==> src/rtl/nwp_pkg.sv <==
package nwp_pkg;

    typedef enum logic [3:0] {
        S_IDLE,
        S_PRE_RD,
        S_PRE_CMP,
        S_UNL1,
        S_UNL2,
        S_PGM_CMD,
        S_PGM_DATA,
        S_WAIT_TYP,
        S_POLL_RD1,
        S_POLL_RD2,
        S_POLL_CMP,
        S_POLL_GAP,
        S_RESET,
        S_DONE
    } nwp_state_t;

    localparam logic [7:0]  CMD_KEY_A    = 8'hAA;
    localparam logic [7:0]  CMD_KEY_B    = 8'h55;
    localparam logic [7:0]  CMD_PROGRAM  = 8'hA0;
    localparam logic [7:0]  CMD_RESET    = 8'hF0;

    localparam logic [11:0] KEY_ADDR_A_STD  = 12'h555;
    localparam logic [11:0] KEY_ADDR_B_STD  = 12'h2AA;
    localparam logic [11:0] KEY_ADDR_A_WIDE = 12'hAAA;
    localparam logic [11:0] KEY_ADDR_B_WIDE = 12'h555;

endpackage

==> src/rtl/nwp_tick_gen.sv <==
module nwp_tick_gen #(
    parameter int TICKS_PER_US = 50
) (
    input  logic clk,
    input  logic rst_n,
    input  logic clr,
    output logic tick
);
    localparam int PW = (TICKS_PER_US > 2) ? $clog2(TICKS_PER_US) : 1;

    logic [PW-1:0] pre_q;

    assign tick = (pre_q == PW'(TICKS_PER_US - 1));

    always_ff @(posedge clk) begin
        if (!rst_n || clr) begin
            pre_q <= '0;
        end else if (tick) begin
            pre_q <= '0;
        end else begin
            pre_q <= pre_q + 1'b1;
        end
    end
endmodule

==> src/rtl/nwp_us_counter.sv <==
module nwp_us_counter #(
    parameter int LIMIT = 16
) (
    input  logic                       clk,
    input  logic                       rst_n,
    input  logic                       clr,
    input  logic                       tick,
    output logic [$clog2(LIMIT+1)-1:0] count
);
    localparam int CW = $clog2(LIMIT + 1);

    always_ff @(posedge clk) begin
        if (!rst_n || clr) begin
            count <= '0;
        end else if (tick && (count != CW'(LIMIT))) begin
            count <= count + 1'b1;
        end
    end
endmodule

==> src/rtl/nor_word_programmer.sv <==
module nor_word_programmer #(
    parameter int ADDR_W       = 12,
    parameter int BUS_W        = 16,
    parameter int TICKS_PER_US = 50,
    parameter int PROG_LOG2    = 3,
    parameter int TIMEOUT_US   = 16,
    parameter int MAX_RETRIES  = 3
) (
    input  logic              clk,
    input  logic              rst_n,
    input  logic              wide_compat,
    input  logic              req_valid,
    output logic              req_ready,
    input  logic [ADDR_W-1:0] req_addr,
    input  logic [BUS_W-1:0]  req_data,
    output logic              done,
    output logic              err,
    output logic [ADDR_W-1:0] fl_addr,
    output logic [BUS_W-1:0]  fl_wdata,
    output logic              fl_we,
    output logic              fl_re,
    input  logic [BUS_W-1:0]  fl_rdata
);
    import nwp_pkg::*;

    localparam int PROG_US = 1 << PROG_LOG2;
    localparam int LIMIT   = (PROG_US > TIMEOUT_US) ? PROG_US : TIMEOUT_US;
    localparam int CW      = $clog2(LIMIT + 1);
    localparam int RW      = $clog2(MAX_RETRIES + 1);

    nwp_state_t        state_q, state_d;
    logic [ADDR_W-1:0] addr_q;
    logic [BUS_W-1:0]  data_q;
    logic [BUS_W-1:0]  first_q;
    logic              mode_q;
    logic              err_q;
    logic [RW-1:0]     retry_q;

    logic              tick;
    logic              tmr_clr;
    logic [CW-1:0]     us_cnt;
    logic              wait_over;
    logic              timed_out;
    logic              retries_left;

    function automatic logic [BUS_W-1:0] cmd_word(input logic [7:0] code);
        cmd_word = {{(BUS_W-8){1'b0}}, code};
    endfunction

    assign wait_over    = (us_cnt >= CW'(PROG_US));
    assign timed_out    = (us_cnt >= CW'(TIMEOUT_US));
    assign retries_left = (retry_q != RW'(MAX_RETRIES));
    assign tmr_clr      = (state_q == S_PGM_DATA) ||
                          ((state_q == S_WAIT_TYP) && wait_over);

    nwp_tick_gen #(.TICKS_PER_US(TICKS_PER_US)) u_tick (
        .clk  (clk),
        .rst_n(rst_n),
        .clr  (tmr_clr),
        .tick (tick)
    );

    nwp_us_counter #(.LIMIT(LIMIT)) u_cnt (
        .clk  (clk),
        .rst_n(rst_n),
        .clr  (tmr_clr),
        .tick (tick),
        .count(us_cnt)
    );

    // next state
    always_comb begin
        state_d = state_q;
        unique case (state_q)
            S_IDLE:     if (req_valid) state_d = S_PRE_RD;
            S_PRE_RD:   state_d = S_PRE_CMP;
            S_PRE_CMP:  state_d = (fl_rdata == data_q) ? S_DONE : S_UNL1;
            S_UNL1:     state_d = S_UNL2;
            S_UNL2:     state_d = S_PGM_CMD;
            S_PGM_CMD:  state_d = S_PGM_DATA;
            S_PGM_DATA: state_d = S_WAIT_TYP;
            S_WAIT_TYP: if (wait_over) state_d = S_POLL_RD1;
            S_POLL_RD1: state_d = S_POLL_RD2;
            S_POLL_RD2: state_d = S_POLL_CMP;
            S_POLL_CMP: begin
                if (fl_rdata == first_q) state_d = S_DONE;
                else if (timed_out)      state_d = S_RESET;
                else                     state_d = S_POLL_GAP;
            end
            S_POLL_GAP: if (tick) state_d = S_POLL_RD1;
            S_RESET:    state_d = retries_left ? S_UNL1 : S_DONE;
            S_DONE:     state_d = S_IDLE;
            default:    state_d = S_IDLE;
        endcase
    end

    // state register
    always_ff @(posedge clk) begin
        if (!rst_n) state_q <= S_IDLE;
        else        state_q <= state_d;
    end

    // request and attempt bookkeeping
    always_ff @(posedge clk) begin
        if (!rst_n) begin
            addr_q  <= '0;
            data_q  <= '0;
            first_q <= '0;
            mode_q  <= 1'b0;
            err_q   <= 1'b0;
            retry_q <= '0;
        end else begin
            if (state_q == S_IDLE && req_valid) begin
                addr_q  <= req_addr;
                data_q  <= req_data;
                mode_q  <= wide_compat;
                err_q   <= 1'b0;
                retry_q <= '0;
            end
            if (state_q == S_POLL_RD2) first_q <= fl_rdata;
            if (state_q == S_RESET) begin
                if (retries_left) retry_q <= retry_q + 1'b1;
                else              err_q   <= 1'b1;
            end
        end
    end

    // outputs
    always_comb begin
        req_ready = 1'b0;
        done      = 1'b0;
        err       = 1'b0;
        fl_addr   = '0;
        fl_wdata  = '0;
        fl_we     = 1'b0;
        fl_re     = 1'b0;
        unique case (state_q)
            S_IDLE:     req_ready = 1'b1;
            S_PRE_RD, S_POLL_RD1, S_POLL_RD2: begin
                fl_re   = 1'b1;
                fl_addr = addr_q;
            end
            S_UNL1, S_PGM_CMD: begin
                fl_we    = 1'b1;
                fl_addr  = ADDR_W'(mode_q ? KEY_ADDR_A_WIDE : KEY_ADDR_A_STD);
                fl_wdata = cmd_word((state_q == S_UNL1) ? CMD_KEY_A : CMD_PROGRAM);
            end
            S_UNL2: begin
                fl_we    = 1'b1;
                fl_addr  = ADDR_W'(mode_q ? KEY_ADDR_B_WIDE : KEY_ADDR_B_STD);
                fl_wdata = cmd_word(CMD_KEY_B);
            end
            S_PGM_DATA: begin
                fl_we    = 1'b1;
                fl_addr  = addr_q;
                fl_wdata = data_q;
            end
            S_RESET: begin
                fl_we    = 1'b1;
                fl_wdata = cmd_word(CMD_RESET);
            end
            S_DONE: begin
                done = 1'b1;
                err  = err_q;
            end
            default: ;
        endcase
    end
endmodule

==> config.mk <==
export PLATFORM = sky130hd
export DESIGN_NAME = nor_word_programmer
export DESIGN_NICKNAME = d
export VERILOG_FILES = /design/src/rtl/nwp_pkg.sv /design/src/rtl/nwp_tick_gen.sv /design/src/rtl/nwp_us_counter.sv /design/src/rtl/nor_word_programmer.sv
export SDC_FILE = /design/constraint.sdc
export NUM_CORES = 1
export LEC_CHECK = 0
export BUFFER_PORTS_ARGS = -buffer_cell sky130_fd_sc_hd__buf_2
export CAP_MARGIN = 20
export CORE_ASPECT_RATIO = 1.5
export CORE_MARGIN = 3
export CORE_UTILIZATION = 54
export CTS_CLUSTER_DIAMETER = 150
export DETAILED_ROUTE_END_ITERATION = 8
export HOLD_SLACK_MARGIN = 0.03
export MAX_ROUTING_LAYER = met4
export PLACE_DENSITY = 0.82
export SYNTH_ARGS = -nofsm -noshare
export SYNTH_HDL_FRONTEND = slang
export SYNTH_SLANG_ARGS = --single-unit
==> constraint.sdc <==
create_clock -name clk -period 1.7 [get_ports clk]
set_input_delay 0.17 -clock clk [delete_from_list [all_inputs] [get_ports clk]]
set_output_delay 0.17 -clock clk [all_outputs]
set_load 0.01 [all_outputs]
== After elaboration in Yosys (flattened, before gate mapping) ==
Index checks and enable logic that the tools add are counted.

* Flip-flop bits (word level): 63
* Output and inout bits: 33

* Multiplexer cells: 24
* Equality and inequality tests: 21
* Reduce and logical (&&, ||, !) cells: 13
* Add/sub/neg operators: 3
* Order comparisons: 2

{| class="wikitable"
|+ Operator list
! cell !! count
|-
| $pmux W16 S4 || 1
|-
| $pmux W4 S13 || 1
|-
| $pmux W12 S3 || 1
|-
| $eq A16 B16 Y1 || 2
|-
| $eq A4 B4 Y1 const B || 6
|-
| $mux W4 || 6
|-
| $eq A4 B3 Y1 const B || 4
|-
| $mux W12 || 1
|-
| $mux W11 || 1
|-
| $eq A4 B2 Y1 const B || 2
|-
| $mux W1 || 8
|-
| $add A6 B1 Y6 const B || 1
|-
| $eq A6 B6 Y1 const B || 1
|-
| $mux W2 || 3
|-
| $mux W3 || 2
|-
| $ne A2 B2 Y1 const B || 3
|-
| $add A5 B1 Y5 const B || 1
|-
| $ge A5 B4 Y1 const B || 1
|-
| $ge A5 B5 Y1 const B || 1
|-
| $ne A5 B5 Y1 const B || 1
|-
| $reduce_or A5 Y1 || 1
|-
| $eq A4 B1 Y1 const B || 1
|-
| $logic_not A4 Y1 || 1
|-
| $reduce_or A2 Y1 || 2
|-
| other kinds (8) || 11
|}

== Longest topological paths before layout ==
* Depth in word-level cells: 5
* Depth in mapped cells: 7
* Gate-level depth less buffers: 7

== Hierarchy ==
Synthesis repeated with hierarchy kept, for this count alone.

* Cells, all modules: 433
* Area total of the unflattened synthesis: 3,458.3 sq um

{| class="wikitable"
|+ By module, submodules not included
! module !! area each (sq um) !! seq. area each (sq um) !! instances !! cells an instance
|-
| nor_word_programmer || 2,909.0 || 1,041.0 || 1 || 376
|-
| nwp_tick_gen || 287.8 || 120.1 || 1 || 28
|-
| nwp_us_counter || 261.5 || 100.1 || 1 || 29
|}

== Least setup slack after synthesis ==
No wires, ideal clock.

* Kind: register to output
* Start: reg state_q[1]
* End: out fl_addr[11]
* Arrival time: 1.374 ns
* Stages on the path, launching flop included: 6
* Path slack: 0.156 ns
* Cells stage by stage: dfxtp_1 buf_6 nor2b_1 clkbuf_1 a32oi_1 o21ai_0

* Cells in the longest elaborated chain, start to end: 3
* Elaborated cells between the ends (all ways): 10

{| class="wikitable"
|+ Ends and longest elaborated chain
! what !! line !! source
|-
| start, declared || nor_word_programmer.sv:31 || <nowiki>nwp_state_t state_q, state_d;</nowiki>
|-
| start signal, assigned || nor_word_programmer.sv:100 || <nowiki>else state_q <= state_d;</nowiki>
|-
| $eq A4 B3 Y1 (tied with other cells) || nor_word_programmer.sv:137 || <nowiki>unique case (state_q)</nowiki>
|-
| $reduce_or A4 Y1 (no source line) / $reduce_or A2 Y1 (equally long branches) || n/a ||
|-
| $pmux W12 S3 * || nor_word_programmer.sv:137 ||
|-
| end, declared || nor_word_programmer.sv:18 || <nowiki>output logic [ADDR_W-1:0] fl_addr,</nowiki>
|}

Mark *: on every way between the ends. The rest lies on a longest branch, timed or not.

== Worst setup path after layout ==
* Start: reg state_q[1]
* End: reg state_q[0]

* Cells in the longest elaborated chain, start to end: 3
* Elaborated cells between the ends (all ways): 18

{| class="wikitable"
|+ Ends and longest elaborated chain
! what !! line !! source
|-
| $eq A4 B4 Y1 (tied with other cells) || nor_word_programmer.sv:74 || <nowiki>unique case (state_q)</nowiki>
|-
| $ne A2 B1 Y1 (no source line) / $ne A2 B2 Y1 (equally long branches) || n/a ||
|-
| $reduce_and A3 Y1 (no source line) || n/a ||
|}

Parallel ways exist; a longest one is shown, timed or not.
A chain may end at the register's enable or synchronous reset.

==> summary.md <==
| Metric | Value |
|---|---|
| CTS tree | `yes` |
| Placed Cells | `573` |
| Total grt overflow | `0` |
| Area of the core | `5960 um2` |
| H-tree Lvls | `3` |
| Top cell family by delay on the critical path | `compound AO/OA/AOI/OAI gates` |
| Post-layout min period | `2.01 ns` |
| Sequential share of the synthesized area | `37.3%` |
| WHS Path Cells | `3` |
| Root Buffer | `clkbuf_8` |
| Startpoint types | `flop` |
| Hold Path Class | `input pin to flop` |
| Largest family of logic cells by synthesized area | `simple AND/OR/NAND/NOR gates` |
| Max IR drop VDD | `979 uV` |
| Die ar. | `7270 um2` |
| Reg clk slew, reported paths | `0.08 ns` |
| Via count | `3,666` |
| Adder-Cell Fraction of Synth Area | `1.85%` |
| Slew Limit Fails | `0` |
| Total Wirelength | `11.5 mm` |
| Failing checks | `setup timing` |
| Yosys cell types | `48` |
| Slowest stage cell on the critical path | `o41ai_1` |
| RSZ-0062 raised after global routing | `true` |
| R2R depth | `9` |
| Initial DRT Pass Iterations | `6` |
| Count of final hold-check violations | `0` |
| Critical R2R Capture | `state_q[0]$_SDFFE_PN0P_` |
| Nets | `590` |
| Initial DRC count | `277` |
| Highest Clock Rate | `497 MHz` |
| Synth top cells by count | `nand2_1, dfxtp_1, a21oi_1` |
| Clock Skew | `0.00891 ns` |
| Mapped cell area | `3380 um2` |
| Pre-CTS setup slack | `0.0602 ns` |
| Synth Area in XOR/XNOR | `10.4%` |
| Routed WL per cell | `18.7 um` |
| FF-to-FF setup slack | `-0.31 ns` |
| Cells taking the most area after synthesis | `dfxtp_1, nand2_1, xor2_1, a21oi_1, a21o_1` |
| # rows | `34` |
| Synth warnings | `0` |
| Die extent in y | `103 um` |
| Final Util | `81.0%` |
| Mapped Nets | `484` |
| Total CTS buffers | `9` |
| Worst-margin pin slew | `0.542 ns` |
| Power Total | `5280 uW` |
| # diodes | `0` |
| Drt drc | `0` |
| Routed vias/inst | `5.97` |
| Final WS setup | `-0.313 ns` |
| Buf/Inv on CP | `6` |
| Non-Filler Instances | `614` |
| Clock buffer depth | `2` |
| Post-CTS Hold Buffers | `0` |
| Die X | `70.6 um` |
| Crit. Startpoint | `state_q[1]$_SDFFE_PN0P_` |
| Initial Util | `56.8%` |
| Sequence of cells on the critical path | `buf_6, buf_6, buf_12, buf_8, buf_6, buf_4, o41ai_1, a41o_1, a21oi_1` |
| Total global-route track usage | `24.9%` |
| Slew HR | `63.4%` |
| Io pins | `81` |
| Yosys top cell by area | `dfxtp_1` |
| Syn avg cell area | `7.85 um2` |
| Worst skew pair latency | `0.35 ns` |
| Max-cap violation count | `0` |
| Largest net degree at the start of global routing | `51` |
| Initial antenna violation count | `0` |
| Post-synthesis to final-layout area growth | `42.6%` |
| Critical setup path kind | `flop to flop` |
| Hold endpoint | `addr_q[3]$_SDFFE_PN0P_` |
| Worst EP required | `1.93 ns` |
| Post-synthesis mux area share | `0.629%` |
| Crit. End Element | `flop` |
| Status | `finished with violations` |
| #FFs+latches synth | `63` |
| CP arrival | `2.24 ns` |
| Hold_sp | `req_addr[3]` |
| Placed wire-length estimate | `6.29 mm` |
| EDFF count, synth | `0` |
| First-pass GRT wire length | `14.0 mm` |
| Number of nets with antenna violations after routing | `0` |
| Static Leak | `0.00227 uW` |
| Most instantiated library cell after synthesis | `nand2_1` |
| Slowest stage delay, CP | `0.52 ns` |
| Sink Count | `63` |
| Syn Inst Count | `431` |
| Fillers | `362` |
| RR Startpoint | `state_q[1]$_SDFFE_PN0P_` |
| Layout cells sized above 1 | `42.3%` |
| Synth Flop Type | `dfxtp_1` |
| Final setup fails | `57` |
| Ys async rst share | `0%` |
| CP max FO | `8` |
| GPL Wtd Cong | `0.885` |
| Setup_tns | `-7.59 ns` |
| Number of I/O port buffers | `80` |
| Crit share post-route | `118%` |
| Compound-Gate Fraction of Synth Area | `17.4%` |
| Post-synthesis simple-gate area fraction | `26.8%` |
| Synth top area share | `37.3%` |
| Vias in the first global route | `3,142` |
| Power per Cell Area | `1090 nW/um2` |
| Crit path top cell by count | `buf_6` |
[power by group]
part | switching, uW | total (uW) | internal, uW
sequential | 117 | 1710 | 1590
combinational | 1050 | 1930 | 880
clock | 652 | 1630 | 979
total | 1820 | 5280 | 3450
[worst reg2reg max path: cells and delay by family (launching register included)]
kind,cells,cell delay (ns)
AOI/OAI and AO/OA,3,0.77
buffers and inverters,6,0.75
DFF,1,0.38
[registers in the layout, summed over array words and instances (netlist names), 2 cells and up]
name / flops
first_q: 16
data_q: 16
u_cnt.count: 5
retry_q: 2
addr_q: 12
u_tick.pre_q: 6
state_q: 4
[routing by layer]
layer	share of wire, %	GRT usage [%]	routed length, um
met1	37	29.1	4220
met2	51	42.6	5900
met3	6.8	4.39	782
met4	5.2	9.99	604
met5	0	-	0
[per-stage QoR]
stage	hold WS (ns)	instance area, um2
final	0.0471	4830
after global routing	0.0426	4830
after CTS	0.0479	4220
after detailed placement	0.416	3880
after global placement	0.410	3880
after floorplan	0.298	3380
[timing repair]
item / in CTS / in global routing
gates resized for setup: 15 / 120
setup buffers: 7 / 17
cloned: 0 / 3
pin swaps: 6 / 52
setup endpoints to repair: 26 / 62
[area by class of cell]
cell class                 count  area, um2  share of cell area, %
tap                           72       90.1                   1.87
timing repair buffer         124        883                   18.3
inverter                       5       26.3                  0.544
clock inverter                 7        120                   2.49
multi-input combinational    334       2310                   47.9
clock buffer                   9        124                   2.57
sequential                    63       1270                   26.3
[worst max-delay path by stage]
stage                     cells after the start                 endpoint
after global routing                          6               fl_addr[9]
final                                         9  state_q[0]$_SDFFE_PN0P_
after global placement                        5  state_q[2]$_SDFFE_PN0P_
after detailed placement                      6               fl_addr[8]
after CTS                                     7               fl_addr[8]
after floorplan                               5              fl_addr[11]
[cells in the final DEF, fill, tap and decap left out, types with 12 or more instances in the layout]
master	netlist	layout
a21oi_2	0	29
buf_2	6	80
nand2_1	102	76
a21o_1	14	13
a21oi_1	61	32
buf_4	4	23
xor2_1	37	37
nor2_1	24	22
nand2_4	0	19
dfxtp_1	63	60
buf_6	5	12
[logic make-up (layout without fill, tap and decap cells)]
kind of cell,after synthesis,in the layout
compound gates,98,98
mux,2,2
fa+ha+maj,5,5
xor+xnor,40,40
flops,63,63
buf+inv,34,145
simple gates,189,189
Note: power is estimated with default switching activity, not from simulation.
